### config.mk
export PLATFORM = sky130hd
export DESIGN_NAME = word_realigner
export DESIGN_NICKNAME = d
export VERILOG_FILES = /design/src/rtl/realign_pkg.sv /design/src/rtl/rl_window.sv /design/src/rtl/rl_ctrl.sv /design/src/rtl/word_realigner.sv
export SDC_FILE = /design/constraint.sdc
export NUM_CORES = 1
export LEC_CHECK = 0
export BUFFER_PORTS_ARGS = -buffer_cell sky130_fd_sc_hd__buf_2
export CAP_MARGIN = 15
export CORE_MARGIN = 3
export CORE_UTILIZATION = 55
export CTS_CLUSTER_SIZE = 30
export DETAILED_ROUTE_END_ITERATION = 10
export PLACE_DENSITY = 0.77
export SLEW_MARGIN = 5
export SYNTH_ARGS = -nofsm -noshare
export SYNTH_HDL_FRONTEND = slang
export SYNTH_SLANG_ARGS = --single-unit
### constraint.sdc
create_clock -name clk -period 1.95 [get_ports clk]
set_input_delay 0.195 -clock clk [delete_from_list [all_inputs] [get_ports clk]]
set_output_delay 0.195 -clock clk [all_outputs]
set_load 0.01 [all_outputs]
### src/rtl/realign_pkg.sv
package realign_pkg;

    typedef enum logic [1:0] {
        ST_IDLE,
        ST_SETTLE,
        ST_CMP,
        ST_LOCK
    } rl_state_e;

endpackage

### src/rtl/rl_window.sv
module rl_window #(
    parameter int W     = 10,
    parameter int OFF_W = $clog2(W)
) (
    input  logic             clk,
    input  logic             rst_n,
    input  logic [W-1:0]     raw_word,
    input  logic [OFF_W-1:0] offset,
    output logic [W-1:0]     word
);

    localparam int WIN = 2 * W;

    typedef struct packed {
        logic [W-1:0] cur;
        logic [W-1:0] prev;
        logic [W-1:0] word;
    } win_regs_t;

    win_regs_t        q, d;
    logic [WIN-1:0]   window;
    logic [W-1:0]     picked;

    assign window = {q.cur, q.prev};

    // one multiplexer per output bit
    for (genvar j = 0; j < W; j++) begin : g_pick
        always_comb begin
            picked[j] = 1'b0;
            for (int k = 0; k < W; k++) begin
                if (offset == OFF_W'(k)) picked[j] = window[k + j];
            end
        end
    end

    always_comb begin
        d      = q;
        d.prev = q.cur;
        d.cur  = raw_word;
        d.word = picked;
    end

    always_ff @(posedge clk or negedge rst_n) begin
        if (!rst_n) q <= '0;
        else        q <= d;
    end

    assign word = q.word;

endmodule

### src/rtl/rl_ctrl.sv
module rl_ctrl
    import realign_pkg::*;
#(
    parameter int W         = 10,
    parameter int SETTLE    = 3,
    parameter int LOCK_HITS = 2,
    parameter int OFF_W     = $clog2(W)
) (
    input  logic             clk,
    input  logic             rst_n,
    input  logic [W-1:0]     word,
    input  logic [W-1:0]     pattern,
    input  logic             align_en,
    output logic [OFF_W-1:0] offset,
    output logic             slip,
    output logic             aligned,
    output logic             wrap_err
);

    localparam int CNT_W  = $clog2(SETTLE + 1);
    localparam int HIT_W  = $clog2(LOCK_HITS + 1);
    localparam int SLIP_W = $clog2(W + 1);

    typedef struct packed {
        rl_state_e         st;
        logic [CNT_W-1:0]  cnt;
        logic [HIT_W-1:0]  hits;
        logic [SLIP_W-1:0] slips;
        logic [OFF_W-1:0]  off;
        logic              slip;
        logic              aligned;
        logic              err;
        logic              en_q;
    } ctrl_regs_t;

    ctrl_regs_t q, d;
    logic       match;

    assign match = (word == pattern);

    always_comb begin
        d      = q;
        d.slip = 1'b0;
        d.en_q = align_en;
        if (!align_en) begin
            d.st = ST_IDLE;
        end else begin
            case (q.st)
                ST_IDLE: begin
                    if (!q.en_q) begin
                        d.st      = ST_SETTLE;
                        d.cnt     = CNT_W'(SETTLE - 1);
                        d.hits    = '0;
                        d.slips   = '0;
                        d.aligned = 1'b0;
                        d.err     = 1'b0;
                    end
                end
                ST_SETTLE: begin
                    if (q.cnt == '0) d.st  = ST_CMP;
                    else             d.cnt = q.cnt - 1'b1;
                end
                ST_CMP: begin
                    if (match) begin
                        if (q.hits == HIT_W'(LOCK_HITS - 1)) begin
                            d.st      = ST_LOCK;
                            d.aligned = 1'b1;
                        end else begin
                            d.hits = q.hits + 1'b1;
                        end
                    end else begin
                        d.hits = '0;
                        d.slip = 1'b1;
                        d.off  = (q.off == OFF_W'(W - 1)) ? '0 : q.off + 1'b1;
                        if (q.slips == SLIP_W'(W - 1)) begin
                            d.err   = 1'b1;
                            d.slips = '0;
                        end else begin
                            d.slips = q.slips + 1'b1;
                        end
                        d.st  = ST_SETTLE;
                        d.cnt = CNT_W'(SETTLE - 1);
                    end
                end
                ST_LOCK: d.st = ST_LOCK;
                default: d.st = ST_IDLE;
            endcase
        end
    end

    always_ff @(posedge clk or negedge rst_n) begin
        if (!rst_n) q <= '{st: ST_IDLE, default: '0};
        else        q <= d;
    end

    assign offset   = q.off;
    assign slip     = q.slip;
    assign aligned  = q.aligned;
    assign wrap_err = q.err;

endmodule

### src/rtl/word_realigner.sv
module word_realigner #(
    parameter int W         = 10,
    parameter int SETTLE    = 3,
    parameter int LOCK_HITS = 2
) (
    input  logic         clk,
    input  logic         rst_n,
    input  logic [W-1:0] raw_word,
    input  logic [W-1:0] pattern,
    input  logic         align_en,
    output logic [W-1:0] word_out,
    output logic         slip,
    output logic         aligned,
    output logic         wrap_err
);

    localparam int OFF_W = $clog2(W);

    logic [OFF_W-1:0] offset;

    rl_window #(.W(W), .OFF_W(OFF_W)) u_window (
        .clk      (clk),
        .rst_n    (rst_n),
        .raw_word (raw_word),
        .offset   (offset),
        .word     (word_out)
    );

    rl_ctrl #(.W(W), .SETTLE(SETTLE), .LOCK_HITS(LOCK_HITS), .OFF_W(OFF_W)) u_ctrl (
        .clk      (clk),
        .rst_n    (rst_n),
        .word     (word_out),
        .pattern  (pattern),
        .align_en (align_en),
        .offset   (offset),
        .slip     (slip),
        .aligned  (aligned),
        .wrap_err (wrap_err)
    );

endmodule

==> summary.txt, run 1 <==
GRT
  • Largest net degree at the start of global routing: 40
  • Vias in the first global route: ~2,300
  • Initial antenna violation count: 0
  • Total grt overflow: 0
  • First-pass GRT wire length: between 10,000 and 15,000 um
  • Total Routing Usage GR: 0.239

Finish
  • Most frequent cells in the layout: 48 x dfrtp_1, 35 x buf_2, 28 x o21ai_0
  • Most common cell after layout, fill and taps aside: dfrtp_1
  • Multi-input gate area in the final layout: approximately 1400 um2
  • Ant diodes: 0
  • Layout area overhead: 17.7%
  • Sequential Area: around 1200 um2
  • Layout Nets: ~350
  • Filler cells: a little under 400
  • Share of cells above drive strength 1: 0.218

Power
  • LEAKAGE: between 1 and 1.5 nW
  • Switch Pwr: ~1.4 mW
  • Clock power share: 0.199
  • Switching Fraction: 0.387
  • Combinational power share: 0.443
  • Pwr per Cell Area: ~1100 nW/um2
  • Internal: roughly 2.3 mW
  • Sequential power share: 0.358
  • VDD IR max: a little under 0.6 mV

Setup path
  • R2R setup slack: 120 ps
  • Worst EP required: about 2200 ps
  • Crit Path Class: reg -> reg
  • R2R cell count: 5
  • Slowest stage cell, crit path: or4_1
  • Crit-path max cell delay: ~500 ps
  • CP Launch Type: register
  • CP Max Fanout: 4
  • Endpoint class of the critical path: register
  • Worst EP arrival: between 2000 and 2500 ps
  • CP Cell Sequence: xor2_1 > nor4_4 > nand3_1 > or4_1 > o22ai_1

Logic synthesis
  • Distinct cell type count after synthesis: between 40 and 50
  • Flops & latches, synth: 48
  • Synth Instances: 281
  • Post-synth EDFFs: 0
  • Synth warn: 0
  • Most common flop cell mapped by yosys: dfrtp_1
  • Syn Area/Cell: 9.76 um2
  • Mapped Area: between 2000 and 3000 um2
  • FFs w/ async S/R, synth: 1.00
  • Syn Nets: just over 300
  • Sequential area share after synthesis: 0.438

Clock tree
  • Depth of the CTS H-tree: 2
  • Num Clock Sinks: 48
  • Clk buf depth: 2
  • Clock transition at the registers of the reported paths: around 100 ps
  • Cts bufs inserted: 5
  • Clock Latency Late Sink: 310 ps
  • CTS Root Cell: clkbuf_8
  • CTS tree: done

Worst hold path
  • Hold Path Stages: 1
  • Worst hold path class: in -> reg

Timing
  • Clk_skew: 11.5 ps
  • Final worst slack: about 120 ps
  • Final worst path period need: 1830 ps
  • Final period util: 0.938
  • Worst-margin pin slew: 826 ps
  • Slew HR: 0.447
  • Unrepaired setup endpoints after global routing: no
  • FMAX: about 0.55 GHz
  • Final hold viol count: 0
  • Pins Over Slew Limit: 0
  • Final setup vio count: 0
  • Post-route setup TNS: 0 ps

Floorplan
  • Die area: between 5000 and 6000 um2
  • Starting Density: 0.573
  • Core ar.: between 4000 and 5000 um2
  • Die height: ~77 um
  • Die width: between 70 and 80 um
  • Row cnt: 25
  • Number of I/O pins: 36

Outcome
  • Status: finished, final reports clean

Detailed routing
  • DRT Pass-1 Iters: 4
  • WL per Instance: approximately 17 um
  • # DRC: 0
  • Routed Antenna Nets: 0
  • Via count: ~2,400
  • Final WL: roughly 7000 um
  • Via-to-Cell Ratio: 6.07
  • DR iter-0 viols: 169

Place
  • Pre-CTS setup slack: slightly below 90 ps
  • Routability cong.: just under 0.9
  • Port Buffers: 35
  • DPL Wire Length: between 4000 and 5000 um

Run
  • Max Cap Violations: 0
-- cells in the mapped netlist, types with 3 or more instances --
library cell	count	share of area
o31ai_1	3	0.0082
o32ai_1	4	0.013
buf_2	8	0.015
xor2_1	11	0.035
a21oi_1	25	0.046
inv_1	13	0.018
o22ai_1	10	0.023
mux4_2	5	0.041
nor3_1	3	0.0055
ha_1	4	0.018
a21boi_0	3	0.0082
dfrtp_1	48	0.44
nor2_1	8	0.011
clkbuf_1	8	0.011
buf_4	10	0.027
nand2_1	18	0.025
o21ai_0	28	0.051
mux2i_1	11	0.040
nand3_1	5	0.0091
a31oi_1	6	0.014
nor2b_1	8	0.018
nor3b_1	5	0.014
nand2b_1	5	0.011
-- worst max-delay path: cells and delay by family (launching register included) --
family           cells  cell delay, ps
AND/OR/NAND/NOR      3            1010
XOR/XNOR             1             170
AO/OA/AOI/OAI        1             170
flip-flops           1             390
-- cell type report --
class,instances,area share
multi-input cells,193,0.419
flip-flops and latches,48,0.372
repair buffers,63,0.132
well taps,67,0.0260
clock buffers,5,0.0213
inverters,13,0.0151
clock inverters,3,0.0143
-- registers in the layout (all words and copies together), names as in the netlist --
name             flops
u_ctrl.aligned       1
u_ctrl.offset        4
u_ctrl.q            11
u_ctrl.slip          1
u_ctrl.wrap_err      1
u_window.d          10
u_window.q          10
u_window.word       10
-- power groups by stage --
stage          sequential [mW]  clock, mW  combinational, mW
6_report                  1.32      0.733               1.63
5_1_grt                   1.35      0.794               1.80
4_1_cts                   1.32      0.752               1.59
3_5_place_dp              1.34          0               1.57
3_3_place_gp              1.33          0               1.54
2_1_floorplan             1.27          0               1.29
-- path summary, 6_finish.rpt --
path | start | end
min in group asynchronous | rst_n | u_ctrl.q[16]$_DFFE_PN0P_
max reg2reg | u_window.word[3]$_DFF_PN0_ | u_ctrl.q[13]$_DFFE_PN0P_
max in group asynchronous | rst_n | u_ctrl.offset[0]$_DFFE_PN0P_
min reg2reg | u_window.d[19]$_DFF_PN0_ | u_window.q[19]$_DFF_PN0_
max | u_window.word[3]$_DFF_PN0_ | u_ctrl.q[13]$_DFFE_PN0P_
min | align_en | u_ctrl.q[0]$_DFF_PN0_
-- through the flow --
stage / hold slack (ps) / instances / utilization / power (mW) / cell area (um2)
2_1_floorplan: -101 / 281 / - / 2.56 / 2740
3_3_place_gp: 166 / 372 / 0.624 / 2.87 / 2990
3_5_place_dp: 162 / 372 / 0.624 / 2.91 / 2990
4_1_cts: 95.7 / 391 / 0.671 / 3.67 / 3210
5_1_grt: 94.8 / 392 / 0.674 / 3.94 / 3230
6_report: 104 / 392 / 0.674 / 3.69 / 3230
-- what timing repair did --
action,CTS,global route
gates resized for setup,0,1
hold endpoints to repair,28,0
setup buffers,0,1
hold buffers,11,0
endpoints found under the setup margin,0,2
-- metal layers --
metal | vias up | routed length, um | global-route usage
li1 | 1107 | - | -
met1 | 1167 | 2780 | 0.308
met2 | 87 | 3470 | 0.403
met3 | 19 | 369 | 0.0426
met4 | 0 | 190 | 0.0906
met5 | - | 0 | 0
-- logic make-up after synthesis --
logic type	Yosys count	share of synthesized area
and+or+nand+nor	63	0.128
DFF	48	0.438
buffers and inverters	40	0.0721
muxes	17	0.0853
adders and majority gates	4	0.0182
AOI/OAI and AO/OA	97	0.220
xor gates and xnor gates	12	0.0383
No activity file was read; power rests on OpenSTA's default activity.
==> inputs of run 2 (changes only) <==
--- a/config.mk
+++ b/config.mk
@@ -12,6 +12,7 @@
 export CTS_CLUSTER_SIZE = 30
 export DETAILED_ROUTE_END_ITERATION = 10
 export PLACE_DENSITY = 0.77
+export SETUP_SLACK_MARGIN = 0.5
 export SLEW_MARGIN = 5
 export SYNTH_ARGS = -nofsm -noshare
 export SYNTH_HDL_FRONTEND = slang
==> run 2 against run 1 <==
Hold slack better by 22 ps. Total power is 24% higher. Die area stayed put. Register-to-register slack hardly changed. Final cell count is 8.4% higher. Cell area is 18% higher. Combinational power is 58% higher. Sequential power hardly changed. Clock skew is 1.0 ps higher. First-iteration DRC count is 50% higher. Critical path type unchanged. Largest cell class unchanged. Highest routed layer unchanged.
==> summary.txt, run 2 (synthesis gave the netlist of run 1 again) <==
Floorplan
  • Row cnt: 25
  • Die area: about 5900 um2
  • Starting Density: 0.573
  • Die height: 76.6 um
  • Core ar.: between 4000 and 5000 um2
  • Number of I/O pins: 36
  • Die width: between 70 and 80 um

Detailed routing
  • Via-to-Cell Ratio: 6.05
  • WL per Instance: ~19 um
  • Final WL: 7920 um
  • Routed Antenna Nets: 0
  • DRT Pass-1 Iters: 6
  • Via count: 2,572
  • DR iter-0 viols: between 200 and 300
  • # DRC: 0

Setup path
  • Worst Path Buf+Inv: 0
  • Crit Path Class: reg -> reg
  • Endpoint class of the critical path: register
  • Reg2reg start: u_window.word[3]$_DFF_PN0_
  • Cell family with most CP delay: simple AND/OR/NAND/NOR gates
  • Crit-path max cell delay: 510 ps
  • R2R cell count: 5
  • CP Max Fanout: 2
  • Crit. Startpoint: u_window.word[3]$_DFF_PN0_
  • RR Endpoint: u_ctrl.q[12]$_DFFE_PN0P_
  • Worst EP arrival: approximately 2100 ps
  • R2R setup slack: around 130 ps
  • CP Cell Sequence: xor2_2 > nor4_4 > nand3_2 > or4_4 > mux2i_1
  • Worst EP required: roughly 2200 ps
  • Slowest stage cell, crit path: or4_4
  • CP Launch Type: register

Timing
  • Post-route setup TNS: 0 ps
  • Worst-margin pin slew: about 670 ps
  • Unrepaired setup endpoints after global routing: yes
  • Final period util: 0.933
  • Pins Over Slew Limit: 0
  • Final setup vio count: 0
  • Clk_skew: 12.6 ps
  • FMAX: around 0.55 GHz
  • Final worst path period need: about 1800 ps
  • Final worst slack: approximately 130 ps
  • Final hold viol count: 0
  • Slew HR: 0.555

Clock tree
  • Num Clock Sinks: 48
  • CTS Root Cell: clkbuf_8
  • Clk buf depth: 2
  • CTS tree: done
  • Clock transition at the registers of the reported paths: ~100 ps
  • Clock Latency Late Sink: about 310 ps
  • Cts bufs inserted: 5
  • Depth of the CTS H-tree: 2

Finish
  • Largest Register: u_ctrl.q
  • Most frequent cells in the layout: 45 x dfrtp_1, 35 x buf_2, 31 x buf_4
  • Share of cells above drive strength 1: 0.430
  • Ant diodes: 0
  • Fin util: 0.797
  • Layout area overhead: 39.1%
  • Most common cell after layout, fill and taps aside: dfrtp_1
  • Max FFs per register: 11
  • Layout Nets: around 380

Place
  • Port Buffers: 35
  • DPL Wire Length: ~4700 um
  • Routability cong.: approximately 0.95
  • Pre-CTS setup slack: 79.4 ps

GRT
  • Vias in the first global route: between 2,000 and 3,000
  • Total grt overflow: 0
  • First-pass GRT wire length: between 10,000 and 15,000 um
  • Total Routing Usage GR: 0.268
  • Initial antenna violation count: 0
  • Largest net degree at the start of global routing: 30

Power
  • VDD IR max: approximately 0.82 mV
  • LEAKAGE: between 1.5 and 2 nW
  • Pwr per Cell Area: 1190 nW/um2

Run
  • Max Cap Violations: 0

Worst hold path
  • Hold Path Stages: 1
  • Sink of the worst hold path: u_ctrl.q[0]$_DFF_PN0_
  • Worst hold path class: in -> reg
  • Hold Crit Start: align_en

Outcome
  • Status: finished, final reports clean
## run 2: cell types whose count changed in the layout (fill, tap and decap cells not counted), moves of 4 or more
cell     change
a21oi_1      -9
a21oi_2      +9
buf_4       +15
buf_6       +15
nor2b_1      -5
nor3b_1      -4
o21ai_0      -8
o21ai_1      +4
o21ai_2      +4
o32ai_1      -4
o32ai_2      +4
## run 2: worst register-to-register path: stages, from the launching register on
cell and delay [ps]:
dfrtp_1 420, xor2_2 180, nor4_4 320, nand3_2 140, or4_4 510, mux2i_1 170
## run 2: worst max path at each step
| stage | endpoint | slack [ps] | cells past startpoint |
|---|---|---|---|
| floorplan | u_ctrl.q[13]$_DFFE_PN0P_ | 220 | 5 |
| global placement | u_ctrl.q[13]$_DFFE_PN0P_ | 140 | 5 |
| detailed placement | u_ctrl.q[13]$_DFFE_PN0P_ | 80 | 5 |
| CTS | u_ctrl.q[12]$_DFFE_PN0P_ | 150 | 6 |
| global route | u_ctrl.q[15]$_DFFE_PN0P_ | 30 | 7 |
| finish | u_ctrl.q[12]$_DFFE_PN0P_ | 130 | 5 |
## run 2: what timing repair did
action,in CTS,in global routing
hold endpoints to repair,38,0
setup endpoints to repair,27,27
gates resized for setup,60,31
hold buffers,11,0
pin swaps,33,24
setup buffers,21,8
## run 2: power by group
group	internal (mW)	switching [mW]	leakage, nW
registers	1.15	0.201	0.595
logic	1.31	1.26	1.06
clock network	0.289	0.336	0.0445
## run 2: metal layers
layer | part of all wire | GRT usage
met1 | 0.41 | 0.330
met2 | 0.49 | 0.460
met3 | 0.061 | 0.0496
met4 | 0.035 | 0.114
met5 | 0 | 0
## run 2: cell type report
cell class              instances  area, um2
clock inverters                 1       7.51
inverters                      13       53.8
flip-flops and latches         48       1200
fillers                       283        970
repair buffers                 96        757
clock buffers                   7       86.3
well taps                      67       83.8
multi-input cells             193       1620
## run 2: per-stage QoR
step / hold WS (ps) / total power, mW / area (um2) / instances
after floorplan: -101 / 2.62 / 2770 / 281
final: 126 / 4.56 / 3820 / 425
after CTS: 105 / 4.14 / 3600 / 417
after global placement: 261 / 2.93 / 3020 / 377
after detailed placement: 264 / 2.95 / 3020 / 377
after global routing: 125 / 4.80 / 3820 / 425
